**src/rtl/mbx_irq_pkg.sv**
```systemverilog
package mbx_irq_pkg;

    // Decoded mailbox events of one port for one cycle
    typedef struct packed {
        logic wr_top;   // write to highest word
        logic wr_sub;   // write to second-highest word
        logic rd_top;   // read of highest word
        logic rd_sub;   // read of second-highest word
    } mbx_evt_t;

    typedef struct packed {
        logic pend;
    } flag_state_t;

endpackage

```
**src/rtl/mbx_addr_match.sv**
```systemverilog
module mbx_addr_match
    import mbx_irq_pkg::*;
#(
    parameter int ADDR_W = 14,
    parameter int MIN_AW = 12,
    parameter int SEL_W  = 2
) (
    input  logic [ADDR_W-1:0] addr,
    input  logic [SEL_W-1:0]  depth_sel,
    input  logic              cs,
    input  logic              wr,
    input  logic              rd,
    output mbx_evt_t          evt
);
    localparam int NUM_DEPTHS = ADDR_W - MIN_AW + 1;
    localparam int SEL_MAX    = NUM_DEPTHS - 1;

    logic [NUM_DEPTHS-1:0] top_vec;
    logic [NUM_DEPTHS-1:0] sub_vec;

    for (genvar g = 0; g < NUM_DEPTHS; g++) begin : g_depth
        localparam int              AW     = MIN_AW + g;
        localparam logic [ADDR_W:0] SHIFT1 = (ADDR_W+1)'(1) << AW;
        localparam logic [ADDR_W-1:0] TOP  = ADDR_W'(SHIFT1 - (ADDR_W+1)'(1));
        localparam logic [ADDR_W-1:0] SUB  = TOP - ADDR_W'(1);
        assign top_vec[g] = (addr == TOP);
        assign sub_vec[g] = (addr == SUB);
    end

    logic [SEL_W-1:0] sel_c;
    logic             hit_top;
    logic             hit_sub;
    logic             is_wr;
    logic             is_rd;

    always_comb begin
        sel_c = (32'(depth_sel) > SEL_MAX) ? SEL_W'(SEL_MAX) : depth_sel;
        hit_top = 1'b0;
        hit_sub = 1'b0;
        for (int i = 0; i < NUM_DEPTHS; i++) begin
            if (32'(sel_c) == i) begin
                hit_top = top_vec[i];
                hit_sub = sub_vec[i];
            end
        end
        is_wr = cs & wr;
        is_rd = cs & rd & ~wr;
        evt.wr_top = is_wr & hit_top;
        evt.wr_sub = is_wr & hit_sub;
        evt.rd_top = is_rd & hit_top;
        evt.rd_sub = is_rd & hit_sub;
    end

    // one address never hits both mailbox words
    always_comb begin
        assert (!(hit_top && hit_sub)) else $error("a_r7_single_hit");
    end

endmodule

```
**src/rtl/mbx_irq_flag.sv**
```systemverilog
module mbx_irq_flag
    import mbx_irq_pkg::*;
(
    input  logic clk,
    input  logic rst_n,
    input  logic set,
    input  logic clr,
    output logic pending
);
    flag_state_t st_d, st_q;

    always_comb begin
        st_d = st_q;
        if (clr) st_d.pend = 1'b0;
        if (set) st_d.pend = 1'b1;   // set has priority
    end

    always_ff @(posedge clk or negedge rst_n) begin
        if (!rst_n) st_q <= '0;
        else        st_q <= st_d;
    end

    assign pending = st_q.pend;

    a_r6_reset_idle: assert property (@(posedge clk) !rst_n |-> !st_q.pend);
    a_r5_set_wins: assert property (@(posedge clk) disable iff (!rst_n)
        (set && clr) |=> st_q.pend);
    a_r6_hold: assert property (@(posedge clk) disable iff (!rst_n)
        (!set && !clr) |=> $stable(st_q.pend));

endmodule

```
**src/rtl/mbx_irq_unit.sv**
```systemverilog
module mbx_irq_unit
    import mbx_irq_pkg::*;
#(
    parameter int ADDR_W = 14,
    parameter int MIN_AW = 12,
    parameter int SEL_W  = 2
) (
    input  logic              clk,
    input  logic              rst_n,
    input  logic [SEL_W-1:0]  depth_sel,
    input  logic [ADDR_W-1:0] l_addr,
    input  logic              l_cs,
    input  logic              l_wr,
    input  logic              l_rd,
    input  logic [ADDR_W-1:0] r_addr,
    input  logic              r_cs,
    input  logic              r_wr,
    input  logic              r_rd,
    output logic              irq_l_n,
    output logic              irq_r_n
);
    mbx_evt_t l_evt, r_evt;
    logic     l_pend, r_pend;

    mbx_addr_match #(.ADDR_W(ADDR_W), .MIN_AW(MIN_AW), .SEL_W(SEL_W)) u_l_match (
        .addr(l_addr), .depth_sel(depth_sel), .cs(l_cs), .wr(l_wr), .rd(l_rd), .evt(l_evt)
    );
    mbx_addr_match #(.ADDR_W(ADDR_W), .MIN_AW(MIN_AW), .SEL_W(SEL_W)) u_r_match (
        .addr(r_addr), .depth_sel(depth_sel), .cs(r_cs), .wr(r_wr), .rd(r_rd), .evt(r_evt)
    );

    // right flag: raised by left writing top word, dropped by right reading it
    mbx_irq_flag u_r_flag (
        .clk(clk), .rst_n(rst_n), .set(l_evt.wr_top), .clr(r_evt.rd_top), .pending(r_pend)
    );
    // left flag: raised by right writing second word, dropped by left reading it
    mbx_irq_flag u_l_flag (
        .clk(clk), .rst_n(rst_n), .set(r_evt.wr_sub), .clr(l_evt.rd_sub), .pending(l_pend)
    );

    assign irq_r_n = ~r_pend;
    assign irq_l_n = ~l_pend;

    a_r1_left_sets_right: assert property (@(posedge clk) disable iff (!rst_n)
        l_evt.wr_top |=> !irq_r_n);
    a_r2_right_sets_left: assert property (@(posedge clk) disable iff (!rst_n)
        r_evt.wr_sub |=> !irq_l_n);
    a_r3_right_clears: assert property (@(posedge clk) disable iff (!rst_n)
        (r_evt.rd_top && !l_evt.wr_top) |=> irq_r_n);
    a_r4_left_clears: assert property (@(posedge clk) disable iff (!rst_n)
        (l_evt.rd_sub && !r_evt.wr_sub) |=> irq_l_n);
    a_r8_right_only_by_left: assert property (@(posedge clk) disable iff (!rst_n)
        $fell(irq_r_n) |-> $past(l_evt.wr_top));
    a_r8_left_only_by_right: assert property (@(posedge clk) disable iff (!rst_n)
        $fell(irq_l_n) |-> $past(r_evt.wr_sub));

endmodule

```
**config.mk**
```make
export PLATFORM = sky130hd
export DESIGN_NAME = mbx_irq_unit
export DESIGN_NICKNAME = d
export VERILOG_FILES = /design/src/rtl/mbx_irq_pkg.sv /design/src/rtl/mbx_addr_match.sv /design/src/rtl/mbx_irq_flag.sv /design/src/rtl/mbx_irq_unit.sv
export SDC_FILE = /design/constraint.sdc
export NUM_CORES = 1
export LEC_CHECK = 0
export BUFFER_PORTS_ARGS = -buffer_cell sky130_fd_sc_hd__buf_4
export CAP_MARGIN = 10
export CORE_AREA = 2 2 39 41
export CTS_CLUSTER_DIAMETER = 100
export DETAILED_ROUTE_END_ITERATION = 8
export DIE_AREA = 0 0 41 43
export PLACE_DENSITY_LB_ADDON = 0.12
export SLEW_MARGIN = 10
export SYNTH_ARGS = -nofsm -noshare
export SYNTH_HDL_FRONTEND = slang
export SYNTH_SLANG_ARGS = --single-unit
```
**constraint.sdc**
```tcl
create_clock -name clk -period 0.8 [get_ports clk]
set_clock_uncertainty 0.15 [all_clocks]
set_input_delay 0.12 -clock clk [delete_from_list [all_inputs] [get_ports clk]]
set_output_delay 0.12 -clock clk [all_outputs]
set_load 0.005 [all_outputs]
```
Yosys cells after proc, flatten, opt, wreduce, memory -nomap -nowiden

Index checks and enable logic that the tools add are counted.

Bits in registers: 2
Bits in latches: 0
Memory bits (writable): 0
ROM bits: 0
Input port bits: 38
Logic and storage cells: 51
Memories kept: 0

Add/sub/neg operators: 0
$mul: 0
Div/mod/pow operators: 0
$lt $le $gt $ge: 1
Eq/ne operators: 14
Shift-type cells: 0
Multiplexer cells: 17
Bitwise gates (word level): 14
Reduce and logical (&&, ||, !) cells: 3

Operator list:

| cell                   | number |
|---|---|
| $eq A14 B12 Y1 const B | 4 |
| $eq A14 B13 Y1 const B | 4 |
| $eq A14 B14 Y1 const B | 4 |
| $mux W1                | 16 |
| $and A1 B1 Y1          | 10 |
| $not A1 Y1             | 4 |
| $reduce_bool A2 Y1     | 2 |
| $eq A2 B1 Y1 const B   | 1 |
| $eq A2 B2 Y1 const B   | 1 |
| $gt A2 B2 Y1 const B   | 1 |
| $logic_not A2 Y1       | 1 |
| $mux W2                | 1 |

Depth between registers and ports, before layout

Gate-level depths: netlist (run 1).

Depth after elaboration: 9
Depth in mapped cells: 4
Mapped depth without buffers: 4

Modules after synthesis

A second synthesis (run 1) with hierarchy kept.

Cells, all modules: 38
Area total of the unflattened synthesis: 305.3 um^2

By module, submodules not included:

| module         | instances | cells each | area each (um^2) |
|---|---|---|---|
| mbx_addr_match | 2         | 15         | 112.6 |
| mbx_irq_flag   | 2         | 3          | 36.3 |
| mbx_irq_unit   | 1         | 2          | 7.5 |

Worst setup path before layout (run 1)

Ideal clock, no wire load.

Path kind: input -> register
From: input r_addr[11]
To: register u_l_flag.st_q (netlist: u_l_flag.pending)
Arrival: 0.901 ns
Required time: 0.586 ns
Setup slack: -0.315 ns
Cell stages on the path: 4
Path buffers: 0
Path through: nand4_1 -> a2111o_1 -> nor4b_2 -> a21o_1

Word-level cells in the longest chain between the ends: 6

RTL lines:

| item                                          | line                 | text |
|---|---|---|
| start, declared                               | mbx_irq_unit.sv:15   | `input logic [ADDR_W-1:0] r_addr,` |
| $eq A14 B12 Y1                                | mbx_addr_match.sv:27 | `assign sub_vec[g] = (addr == SUB);` |
| $mux W1 (2 in series)                         | mbx_addr_match.sv:41 | `if (32'(sel_c) == i) begin` |
| $mux W1 (*)                                   | mbx_addr_match.sv:41 |  |
| $and A1 B1 Y1 (*)                             | mbx_addr_match.sv:49 | `evt.wr_sub = is_wr & hit_sub;` |
| $mux W1 or $reduce_bool A2 Y1 (tied branches) | -                    |  |
| end signal, assigned                          | mbx_irq_flag.sv:20   | `else st_q <= st_d;` |
| end, declared                                 | mbx_irq_flag.sv:10   | `flag_state_t st_d, st_q;` |

Every way passes the cells marked *; elsewhere a longest branch is shown, timed or not.
A chain may end at the register's enable or synchronous reset.

Final worst setup path (run 1)

From: input r_cs
To: register u_l_flag.st_q (netlist: u_l_flag.pending)

Word-level cells in the longest chain between the ends: 3

RTL lines:

| item                                          | line                 | text |
|---|---|---|
| start, declared                               | mbx_irq_unit.sv:16   | `input logic r_cs,` |
| $and A1 B1 Y1 (*)                             | mbx_addr_match.sv:46 | `is_wr = cs & wr;` |
| $and A1 B1 Y1 (*)                             | mbx_addr_match.sv:49 |  |
| $mux W1 or $reduce_bool A2 Y1 (tied branches) | -                    |  |

Marked as above.

==> impl_metrics.csv, run 1 <==
group,metric,value,unit
logic_synthesis,synthesis.nets,65,
layout,multiInputGateArea,169,sq um
logic_synthesis,synth_seq_cells,2,
worst_setup_path,cp-end-kind,"register",
sta,timing.final.max_slew_violations,0,
grt,antenna_found_initial,0,
worst_setup_path,path_max_fanout,2,
floorplan,initial_core_util,15.3,%
clock_network,clkLatencyLatePin,0.22,ns
clock_network,cts_tree,"built",
clock_network,htree_levels,1,
status,status,"finished, violations left",
detailed_routing,ant_nets,0,
place,gp_congestion,0.624,
logic_synthesis,yosys.area.top_type,"dfrtp_1",
worst_setup_path,slowest_delay,0.44,ns
worst_setup_path,cp_num_buf_inv,1,
grt,grt_pass1_vias,437,
logic_synthesis,ys_types,16,
sta,worst_pin_slew,0.262,ns
floorplan,die_width,41,um
worst_setup_path,cp_slowest_cell,"a2111o_1",
flow_run,drv_cap,0,
sta,grt_setup_unrepaired,"yes",
logic_synthesis,ys_seq_area_share,23.7,%
power,p_per_area,846,nW/um^2
layout,seqCellArea,50.0,sq um
place,dpl.hpwl,781,um
power,leakagePower,0.326,nW
layout,utilization,46.7,%
grt,grt_pass1_wl,1560,um
layout,final_nets,117,
layout,drive_above_1_share,71.4,%
logic_synthesis,synthTopCellsByArea,"dfrtp_1, nand4_1, nor4b_2",
sta,fin_crit_sh,129,%
sta,period_minus_slack,1.03,ns
logic_synthesis,yosys_warnings,0,
power,total_power,547,uW
clock_network,numClockSinks,2,
floorplan,rows,14,
worst_setup_path,startpoint_type,"input pin",
floorplan,coreArea,1380,sq um
place,port_buffers,39,
sta,fin_ws,-0.234,ns
clock_network,numCtsBuffers,3,
detailed_routing,vias,393,
floorplan,dieArea,1760,sq um
grt,grt_usage,13.0,%
logic_synthesis,ys.flop_type,"dfrtp_1",
sta,max_freq,967,MHz
floorplan,ioPinCount,40,
logic_synthesis,synth_edf_count,0,
logic_synthesis,synth_area_per_cell,7.83,sq um
status,failed_checks,"setup timing",
floorplan,die_h,43,um
grt,grt_max_degree,5,
detailed_routing,drtIter0Drc,3,
clock_network,clk_pin_slew,0.04,ns
worst_setup_path,path_class,"in2reg",
worst_setup_path,crit_family,"compound AO/OA/AOI/OAI gates",
detailed_routing,drt_pass1_iterations,2,
sta,fin_hold_ws,0.00874,ns
grt,overflow,0,
worst_setup_path,crit_path_cell_trace,"buf_6 -> nand4_1 -> a2111o_1 -> nor4b_2 -> a21o_1",
layout,fill_cells,153,
worst_hold_path,holdCritPathClass,"in2reg",
clock_network,cts-root-buf,"clkbuf_4",
power,vdd_drop_max,0.375,mV
layout,area_growth_syn_to_layout,206,%
detailed_routing,avgViaCountPerCell,4.23,
detailed_routing,drt-total-wl,949,um
logic_synthesis,syn_inst,27,
worst_setup_path,worstPathArrival,1.05,ns
logic_synthesis,synthArstFlopShare,100,%
layout,diodes,0,
logic_synthesis,netlist_area,211,sq um
logic_synthesis,synth_top_area_share,23.7,%
sta,finalSetupViolCount,4,
sta,finalHoldViolCount,0,
detailed_routing,drc,0,
detailed_routing,routedWlPerCell,10.2,um
clock_network,clk_path_buf_depth,2,
worst_setup_path,required,0.82,ns
sta,relSlewSlack,82.4,%
==> placed cells by master (no fill, tap or decap) <==
cell,Yosys,layout
dfrtp_1,2,2
nor4b_2,1,1
nor2_1,1,1
xor2_1,1,1
nand3_1,1,1
a21o_1,1,1
nor4_2,0,1
a2111o_1,1,1
inv_1,3,2
nor3_1,1,1
nand2_1,2,2
o31ai_2,0,1
buf_4,0,41
o21ai_1,1,1
inv_2,0,1
a21oi_2,1,1
buf_6,0,5
dlygate4sd3_1,0,1
xnor2_2,0,1
nand4_1,8,8
clkbuf_4,0,3
==> synthesized netlist by cell type, drive strengths merged, types with 2 or more instances <==
master	number
inv	3
nand2	2
dfrtp	2
nand4	8
==> worst paths after layout <==
check | from | depth (start not counted) | slack [ns] | endpoint
min reg2reg | u_l_flag.pending$_DFFE_PN0P_ | 2 | 0.43 | u_l_flag.pending$_DFFE_PN0P_
min in group asynchronous | rst_n | 2 | 0.06 | u_l_flag.pending$_DFFE_PN0P_
max | r_cs | 5 | -0.23 | u_l_flag.pending$_DFFE_PN0P_
max reg2reg | u_r_flag.pending$_DFFE_PN0P_ | 4 | -0.14 | u_r_flag.pending$_DFFE_PN0P_
max in group asynchronous | rst_n | 2 | 0.35 | u_r_flag.pending$_DFFE_PN0P_
min | r_wr | 3 | 0.009 | u_r_flag.pending$_DFFE_PN0P_
==> tightest hold or removal path, stage by stage <==
cell and delay (ns):
buf_4 0.09, nor4_2 0.03, o21ai_1 0.10
==> routing by layer <==
layer  vias up  share of wire [%]  wire length [um]  global-route usage (%)
li1        209                  -                 -                       -
met1       160                 36               339                    13.1
met4         0                  0                 0                    10.0
met3         0                9.8                93                    1.05
met5         -                  0                 0                       0
met2        24                 54               515                    22.5
==> metrics by stage <==
step / area, sq um / instances / TNS, ns / setup WS, ns
after detailed placement: 554 / 86 / -0.935 / -0.470
after CTS: 629 / 93 / -0.846 / -0.217
after global routing: 647 / 93 / -0.996 / -0.299
after floorplan: 211 / 27 / -0.626 / -0.315
final: 647 / 93 / -0.821 / -0.234
after global placement: 554 / 86 / -0.966 / -0.489
==> cell families (layout without fill, tap and decap cells) <==
family	Yosys count	in the layout	share of synthesized area [%]
XOR/XNOR	2	2	8.29
AND/OR/NAND/NOR	15	15	43.8
buffers and inverters	3	53	5.33
AO/OA/AOI/OAI	5	5	18.9
flip-flops	2	2	23.7
==> power by group <==
group	switching [mW]	internal [mW]
registers	0.0000735	0.102
logic	0.0578	0.153
clock network	0.0685	0.167
==> state kept, by name (all words and copies together) (netlist names) <==
name,cells
u_l_flag.pending,1
u_r_flag.pending,1
==> cell type report <==
type                            instances  share of cell area, %
Tap cell                               16                   3.09
Multi-Input combinational cell         22                   26.1
Sequential cell                         2                   7.74
Inverter                                3                   1.74
Clock buffer                            3                   3.48
Timing Repair Buffer                   47                   57.8
==> what timing repair did <==
action                                  4_1_cts  5_1_grt
hold endpoints to repair                      2        0
hold buffers                                  1        0
gates resized for setup                       6        3
pin swaps                                     1        1
buffers inserted                              3        0
endpoints found under the setup margin        4        4
(Power assumes the default switching activity.)
==> run 2: changes to the inputs <==
--- a/config.mk
+++ b/config.mk
@@ -5,6 +5,7 @@
 export SDC_FILE = /design/constraint.sdc
 export NUM_CORES = 1
 export LEC_CHECK = 0
+export ABC_AREA = 1
 export BUFFER_PORTS_ARGS = -buffer_cell sky130_fd_sc_hd__buf_4
 export CAP_MARGIN = 10
 export CORE_AREA = 2 2 39 41
==> run 2 against run 1 <==
  * Synthesized cell count rose to 2.7 times the previous value
  * Combinational power is 24% higher
  * Sequential cell count unchanged
  * Via count up 51%
  * Critical endpoint is now irq_l_n
  * The run still ends with setup timing left
  * Global-route usage up 2.8 points
  * Utilization grew 8.1 points
  * Highest routed layer is now met4
  * Die area stayed put
==> impl_metrics.csv, run 2 <==
group,metric,value,unit
status,status,"finished, violations left",
status,failed_checks,"setup timing",
place,port_buffers,39,
detailed_routing,routedWlPerCell,8.05,um
logic_synthesis,synthXorXnorAreaFrac,0,%
grt,overflow,0,
logic_synthesis,ys_types,14,
logic_synthesis,synth_area_per_cell,4.82,sq um
logic_synthesis,ys_seq_area_share,14.2,%
detailed_routing,drt_pass1_iterations,4,
sta,timing.final.max_slew_violations,0,
sta,grt_setup_unrepaired,"yes",
logic_synthesis,synth_fa_ha_area_share,0,%
sta,max_freq,974,MHz
floorplan,initial_core_util,25.4,%
floorplan,ioPinCount,40,
clock_network,numCtsBuffers,3,
logic_synthesis,synth-compound-area-share,4.63,%
logic_synthesis,ys.flop_type,"dfrtp_1",
worst_setup_path,path_max_fanout,2,
logic_synthesis,synth_edf_count,0,
worst_hold_path,holdCritPathClass,"in2async",
worst_setup_path,required,0.53,ns
clock_network,clk_pin_slew,0.03,ns
sta,worst_pin_slew,0.155,ns
power,power_switching,167,uW
layout,layout_common_cells,"buf_4, nand2_1, nor2_1, inv_1, nand2_2",
grt,grt_max_degree,5,
clock_network,clkLatencyLatePin,0.23,ns
layout,diodes,0,
grt,grt_pass1_vias,568,
power,total_power,603,uW
layout,area_growth_syn_to_layout,116,%
floorplan,rows,14,
worst_setup_path,path_class,"reg2out",
grt,antenna_found_initial,0,
layout,fin_area,759,sq um
logic_synthesis,synthTopCellsByArea,"nand2_1, nor2_1, dfrtp_1",
worst_setup_path,slowest_delay,0.38,ns
clock_network,cts-root-buf,"clkbuf_4",
clock_network,numClockSinks,2,
place,place_ws,-0.219,ns
power,p_per_area,795,nW/um^2
worst_setup_path,cp-end-kind,"output port",
place,dpl-instance-area,702,sq um
logic_synthesis,synth_top_family_by_area,"simple AND/OR/NAND/NOR gates",
logic_synthesis,synthArstFlopShare,100,%
floorplan,die_width,41,um
layout,final_common_cell,"buf_4",
detailed_routing,drc,0,
worst_setup_path,worstPathArrival,0.76,ns
power,swShare,27.7,%
sta,finalHoldViolCount,0,
power,clock_power_share,39.2,%
logic_synthesis,synth_top_area_share,29.9,%
logic_synthesis,synth_seq_cells,2,
sta,fin_crit_sh,128,%
worst_setup_path,startpoint_type,"register",
sta,relSlewSlack,89.6,%
logic_synthesis,synthesis.nets,111,
logic_synthesis,yosys.area_share.simple,73.7,%
worst_setup_path,cp_slowest_cell,"dfrtp_1",
logic_synthesis,synth_commonest_cells,"nand2_1, nor2_1, inv_1, nand2_2",
worst_setup_path,crit_path_cell_trace,"inv_2 -> buf_6",
power,internal_power,436,uW
floorplan,die_h,43,um
power,comb_power_share,43.3,%
logic_synthesis,yosys.area.top_type,"nand2_1",
power,vdd_drop_max,0.438,mV
place,gp_congestion,0.701,
layout,final_nets,159,
grt,grt_usage,15.8,%
layout,utilization,54.9,%
sta,setup_tns,-0.531,ns
layout,drive_above_1_share,49.6,%
detailed_routing,drt-total-wl,1090,um
logic_synthesis,yosys_warnings,0,
logic_synthesis,yosysMostFrequentCell,"nand2_1",
detailed_routing,vias,592,
sta,fin_ws,-0.227,ns
clock_network,clk_path_buf_depth,2,
power,leakagePower,0.400,nW
clock_network,htree_levels,1,
logic_synthesis,syn_inst,73,
logic_synthesis,netlist_area,352,sq um
floorplan,dieArea,1760,sq um
grt,grt_pass1_wl,1890,um
logic_synthesis,muxShareOfSynthArea,0,%
sta,finalSetupViolCount,3,
detailed_routing,ant_nets,0,
power,p_seq_share,17.6,%
floorplan,coreArea,1380,sq um
place,dpl.hpwl,928,um
sta,period_minus_slack,1.03,ns
detailed_routing,avgViaCountPerCell,4.39,
clock_network,cts_tree,"built",
flow_run,drv_cap,0,
detailed_routing,drtIter0Drc,5,
## run 2: cell types whose count changed after synthesis, sizes merged, moves of 4 or more
cell,delta
nand2,+29
nor2,+21
nand4,-6
inv,+4
## run 2: cell families after synthesis
logic type             count (synthesis)
and+or+nand+nor                       61
AOI/OAI and AO/OA                      3
buffers and inverters                  7
DFF                                    2
## run 2: what timing repair did
item / 4_1_cts / 5_1_grt
setup endpoints to repair: 2 / 4
pin swaps: 0 / 1
buffers inserted: 1 / 1
hold endpoints to repair: 2 / 0
gates resized for setup: 1 / 6
hold buffers: 1 / 0
## run 2: path summary, 6_finish.rpt
path | from | endpoint | slack [ns] | depth (start not counted)
setup / recovery | u_l_flag.pending$_DFFE_PN0P_ | irq_l_n | -0.23 | 2
hold / removal | rst_n | u_r_flag.pending$_DFFE_PN0P_ | 0.05 | 2
setup reg to reg | u_r_flag.pending$_DFFE_PN0P_ | u_r_flag.pending$_DFFE_PN0P_ | -0.08 | 3
hold reg to reg | u_l_flag.pending$_DFFE_PN0P_ | u_l_flag.pending$_DFFE_PN0P_ | 0.35 | 2
max in group asynchronous | rst_n | u_l_flag.pending$_DFFE_PN0P_ | 0.36 | 2
min in group clk | l_cs | u_r_flag.pending$_DFFE_PN0P_ | 0.08 | 5
## run 2: critical path, delay by kind of cell, from the launching register on
family / cells / cell delay [ns]
flops: 1 / 0.38
buf+inv: 2 / 0.14
## run 2: power groups by stage
stage	logic, mW	clock network, mW	registers [mW]
floorplan	0.0760	0	0.106
global placement	0.248	0	0.107
detailed placement	0.251	0	0.107
CTS	0.260	0.238	0.105
global route	0.293	0.252	0.106
finish	0.261	0.236	0.106
## run 2: final cells by class
class / count / area [sq um]
Inverter: 7 / 26.3
Multi-Input combinational cell: 64 / 308
Sequential cell: 2 / 50.0
Tap cell: 16 / 20.0
Timing Repair Buffer: 43 / 333
Fill cell: 156 / 624
Clock buffer: 3 / 22.5
## run 2: stage by stage
step | hold WS [ns] | std cells
floorplan | -0.326 | 73
global placement | -0.247 | 130
detailed placement | -0.246 | 130
CTS | 0.0560 | 135
global route | 0.0493 | 135
finish | 0.0536 | 135
## run 2: per-layer routing
layer	share of wire, %	up-vias	global-route usage, %	wire length, um
met3	11	3	4.71	121
met2	49	30	25.6	536
met4	1.8	0	8.00	20
met1	38	239	17.4	409
met5	0	-	0	0
li1	-	320	-	-
==> run 3: changes to the inputs <==
--- a/config.mk
+++ b/config.mk
@@ -5,14 +5,15 @@
 export SDC_FILE = /design/constraint.sdc
 export NUM_CORES = 1
 export LEC_CHECK = 0
-export ABC_AREA = 1
 export BUFFER_PORTS_ARGS = -buffer_cell sky130_fd_sc_hd__buf_4
 export CAP_MARGIN = 10
 export CORE_AREA = 2 2 39 41
 export CTS_CLUSTER_DIAMETER = 100
+export CTS_CLUSTER_SIZE = 10
 export DETAILED_ROUTE_END_ITERATION = 8
 export DIE_AREA = 0 0 41 43
 export PLACE_DENSITY_LB_ADDON = 0.12
+export RECOVER_POWER = 50
 export SLEW_MARGIN = 10
 export SYNTH_ARGS = -nofsm -noshare
 export SYNTH_HDL_FRONTEND = slang
==> run 3 against run 2 <==
  * The flow still finishes with violations (setup timing)
  * Clock power barely moved
  * Final cell count fell by 31%
  * Sequential cell count did not move
  * Count of clock-buffer cells in the layout did not move
  * Critical path depth rose by 3
  * Utilization fell by 8.4 points
  * Register-to-register slack got worse by 0.06 ns
  * Global-route usage fell by 2.8 points
  * Critical endpoint is now u_l_flag.pending$_DFFE_PN0P_
  * Largest cell class unchanged
  * Highest routed layer is now met3
==> impl_metrics.csv, run 3 (synthesized netlist as in run 1, its figures left out) <==
group,metric,value,unit
worst_setup_path,cp-end-kind,"register",
layout,multiInputGateArea,169,sq um
sta,finalSetupViolCount,4,
clock_network,clk_path_buf_depth,2,
flow_run,drv_cap,0,
clock_network,cts-root-buf,"clkbuf_4",
status,status,"finished, violations left",
layout,final_nets,117,
floorplan,coreArea,1380,sq um
sta,timing.final.max_slew_violations,0,
worst_setup_path,startpoint_type,"input pin",
layout,diodes,0,
grt,grt_usage,13.0,%
grt,grt_pass1_wl,1560,um
detailed_routing,drc,0,
floorplan,rows,14,
floorplan,initial_core_util,15.3,%
grt,grt_pass1_vias,437,
clock_network,cts_tree,"built",
power,total_power,545,uW
worst_setup_path,slowest_delay,0.44,ns
sta,fin_crit_sh,129,%
clock_network,numCtsBuffers,3,
detailed_routing,routedWlPerCell,10.2,um
grt,overflow,0,
worst_setup_path,cp_slowest_cell,"a2111o_1",
detailed_routing,drt_pass1_iterations,2,
place,place_ws,-0.470,ns
worst_setup_path,crit_path_cell_trace,"buf_6 -> nand4_1 -> a2111o_1 -> nor4b_2 -> a21o_1",
power,p_seq_share,18.7,%
grt,antenna_found_initial,0,
sta,fin_ws,-0.234,ns
power,comb_power_share,38.2,%
sta,finalHoldViolCount,0,
floorplan,die_h,43,um
clock_network,clk_pin_slew,0.04,ns
detailed_routing,vias,393,
layout,drive_above_1_share,70.1,%
detailed_routing,ant_nets,0,
power,vdd_drop_max,0.373,mV
sta,worst_pin_slew,0.262,ns
power,internal_power,419,uW
sta,relSlewSlack,82.4,%
worst_setup_path,path_max_fanout,2,
layout,area_growth_syn_to_layout,204,%
detailed_routing,drt-total-wl,947,um
worst_setup_path,path_class,"in2reg",
place,dpl.hpwl,781,um
floorplan,ioPinCount,40,
layout,seqCellArea,50.0,sq um
clock_network,numClockSinks,2,
power,swShare,23.1,%
power,p_per_area,848,nW/um^2
sta,grt_setup_unrepaired,"yes",
floorplan,die_width,41,um
worst_setup_path,required,0.82,ns
power,leakagePower,0.323,nW
detailed_routing,avgViaCountPerCell,4.23,
grt,grt_max_degree,5,
detailed_routing,drtIter0Drc,3,
layout,fill_cells,155,
status,failed_checks,"setup timing",
worst_hold_path,holdCritPathClass,"in2reg",
sta,max_freq,967,MHz
power,power_switching,126,uW
power,clock_power_share,43.1,%
sta,period_minus_slack,1.03,ns
clock_network,clkLatencyLatePin,0.22,ns
layout,layout_common_cells,"buf_4, nand4_1, buf_6, clkbuf_4",
place,port_buffers,39,
layout,final_common_cell,"buf_4",
place,gp_congestion,0.624,
floorplan,dieArea,1760,sq um
clock_network,htree_levels,1,
worst_setup_path,worstPathArrival,1.05,ns
run 3: changes by cell type in the layout (fill, tap and decap cells not counted), moves of 2 or more:
cell,previous run,this run
nand2_1,24,2
nor2_1,18,1
nand4_1,2,8
nand2_2,5,0
buf_6,2,5
inv_1,5,2
nor2_2,3,0
nand2_4,2,0
run 3: through the flow:
step                utilization, %  instance area [sq um]  cells  TNS (ns)  hold slack [ns]
floorplan                        -                    211     27    -0.626           -0.326
global placement              40.1                    554     86    -0.966           -0.246
detailed placement            40.1                    554     86    -0.935           -0.246
CTS                           45.5                    629     93    -0.846          0.00709
global route                  46.5                    643     93    -0.996           0.0419
finish                        46.5                    643     93    -0.821          0.00874
run 3: repair_timing:
action                                  4_1_cts  5_1_grt
pin swaps                                     1        1
hold buffers                                  1        0
gates resized for setup                       6        3
buffers inserted                              3        0
hold endpoints to repair                      2        0
endpoints found under the setup margin        4        4
run 3: per-layer routing:
| metal | share of wire (%) | wire length [um] | GRT usage (%) | vias to the layer above |
|---|---|---|---|---|
| li1 | - | - | - | 209 |
| met1 | 36 | 337 | 13.1 | 160 |
| met2 | 54 | 515 | 22.5 | 24 |
| met3 | 9.8 | 93 | 1.05 | 0 |
| met4 | 0 | 0 | 10.0 | 0 |
| met5 | 0 | 0 | 0 | - |
run 3: worst max-delay path: cells and delay by family:
| family | cells | cell delay (ns) |
|---|---|---|
| AND/OR/NAND/NOR | 2 | 0.32 |
| AO/OA/AOI/OAI | 2 | 0.56 |
| buffers and inverters | 1 | 0.06 |
run 3: power by group through the flow:
stage	clock network (mW)	registers (mW)	logic, mW
after global routing	0.246	0.102	0.230
after CTS	0.238	0.102	0.204
final	0.235	0.102	0.208
after detailed placement	0	0.103	0.191
after global placement	0	0.103	0.188
after floorplan	0	0.103	0.0284
run 3: final cells by class:
type	instances	share of cell area (%)
repair buffers	47	57.6
multi-input cells	22	26.3
flip-flops and latches	2	7.78
clock buffers	3	3.50
well taps	16	3.11
inverters	3	1.75
run 3: worst paths after layout:
| check | slack [ns] | endpoint | cells after the start | startpoint |
|---|---|---|---|---|
| setup / recovery | -0.23 | u_l_flag.pending$_DFFE_PN0P_ | 5 | r_cs |
| setup reg to reg | -0.14 | u_r_flag.pending$_DFFE_PN0P_ | 4 | u_r_flag.pending$_DFFE_PN0P_ |
| hold reg to reg | 0.43 | u_l_flag.pending$_DFFE_PN0P_ | 2 | u_l_flag.pending$_DFFE_PN0P_ |
| min in group asynchronous | 0.05 | u_l_flag.pending$_DFFE_PN0P_ | 2 | rst_n |
| max in group asynchronous | 0.32 | u_r_flag.pending$_DFFE_PN0P_ | 2 | rst_n |
| hold / removal | 0.009 | u_r_flag.pending$_DFFE_PN0P_ | 3 | r_wr |
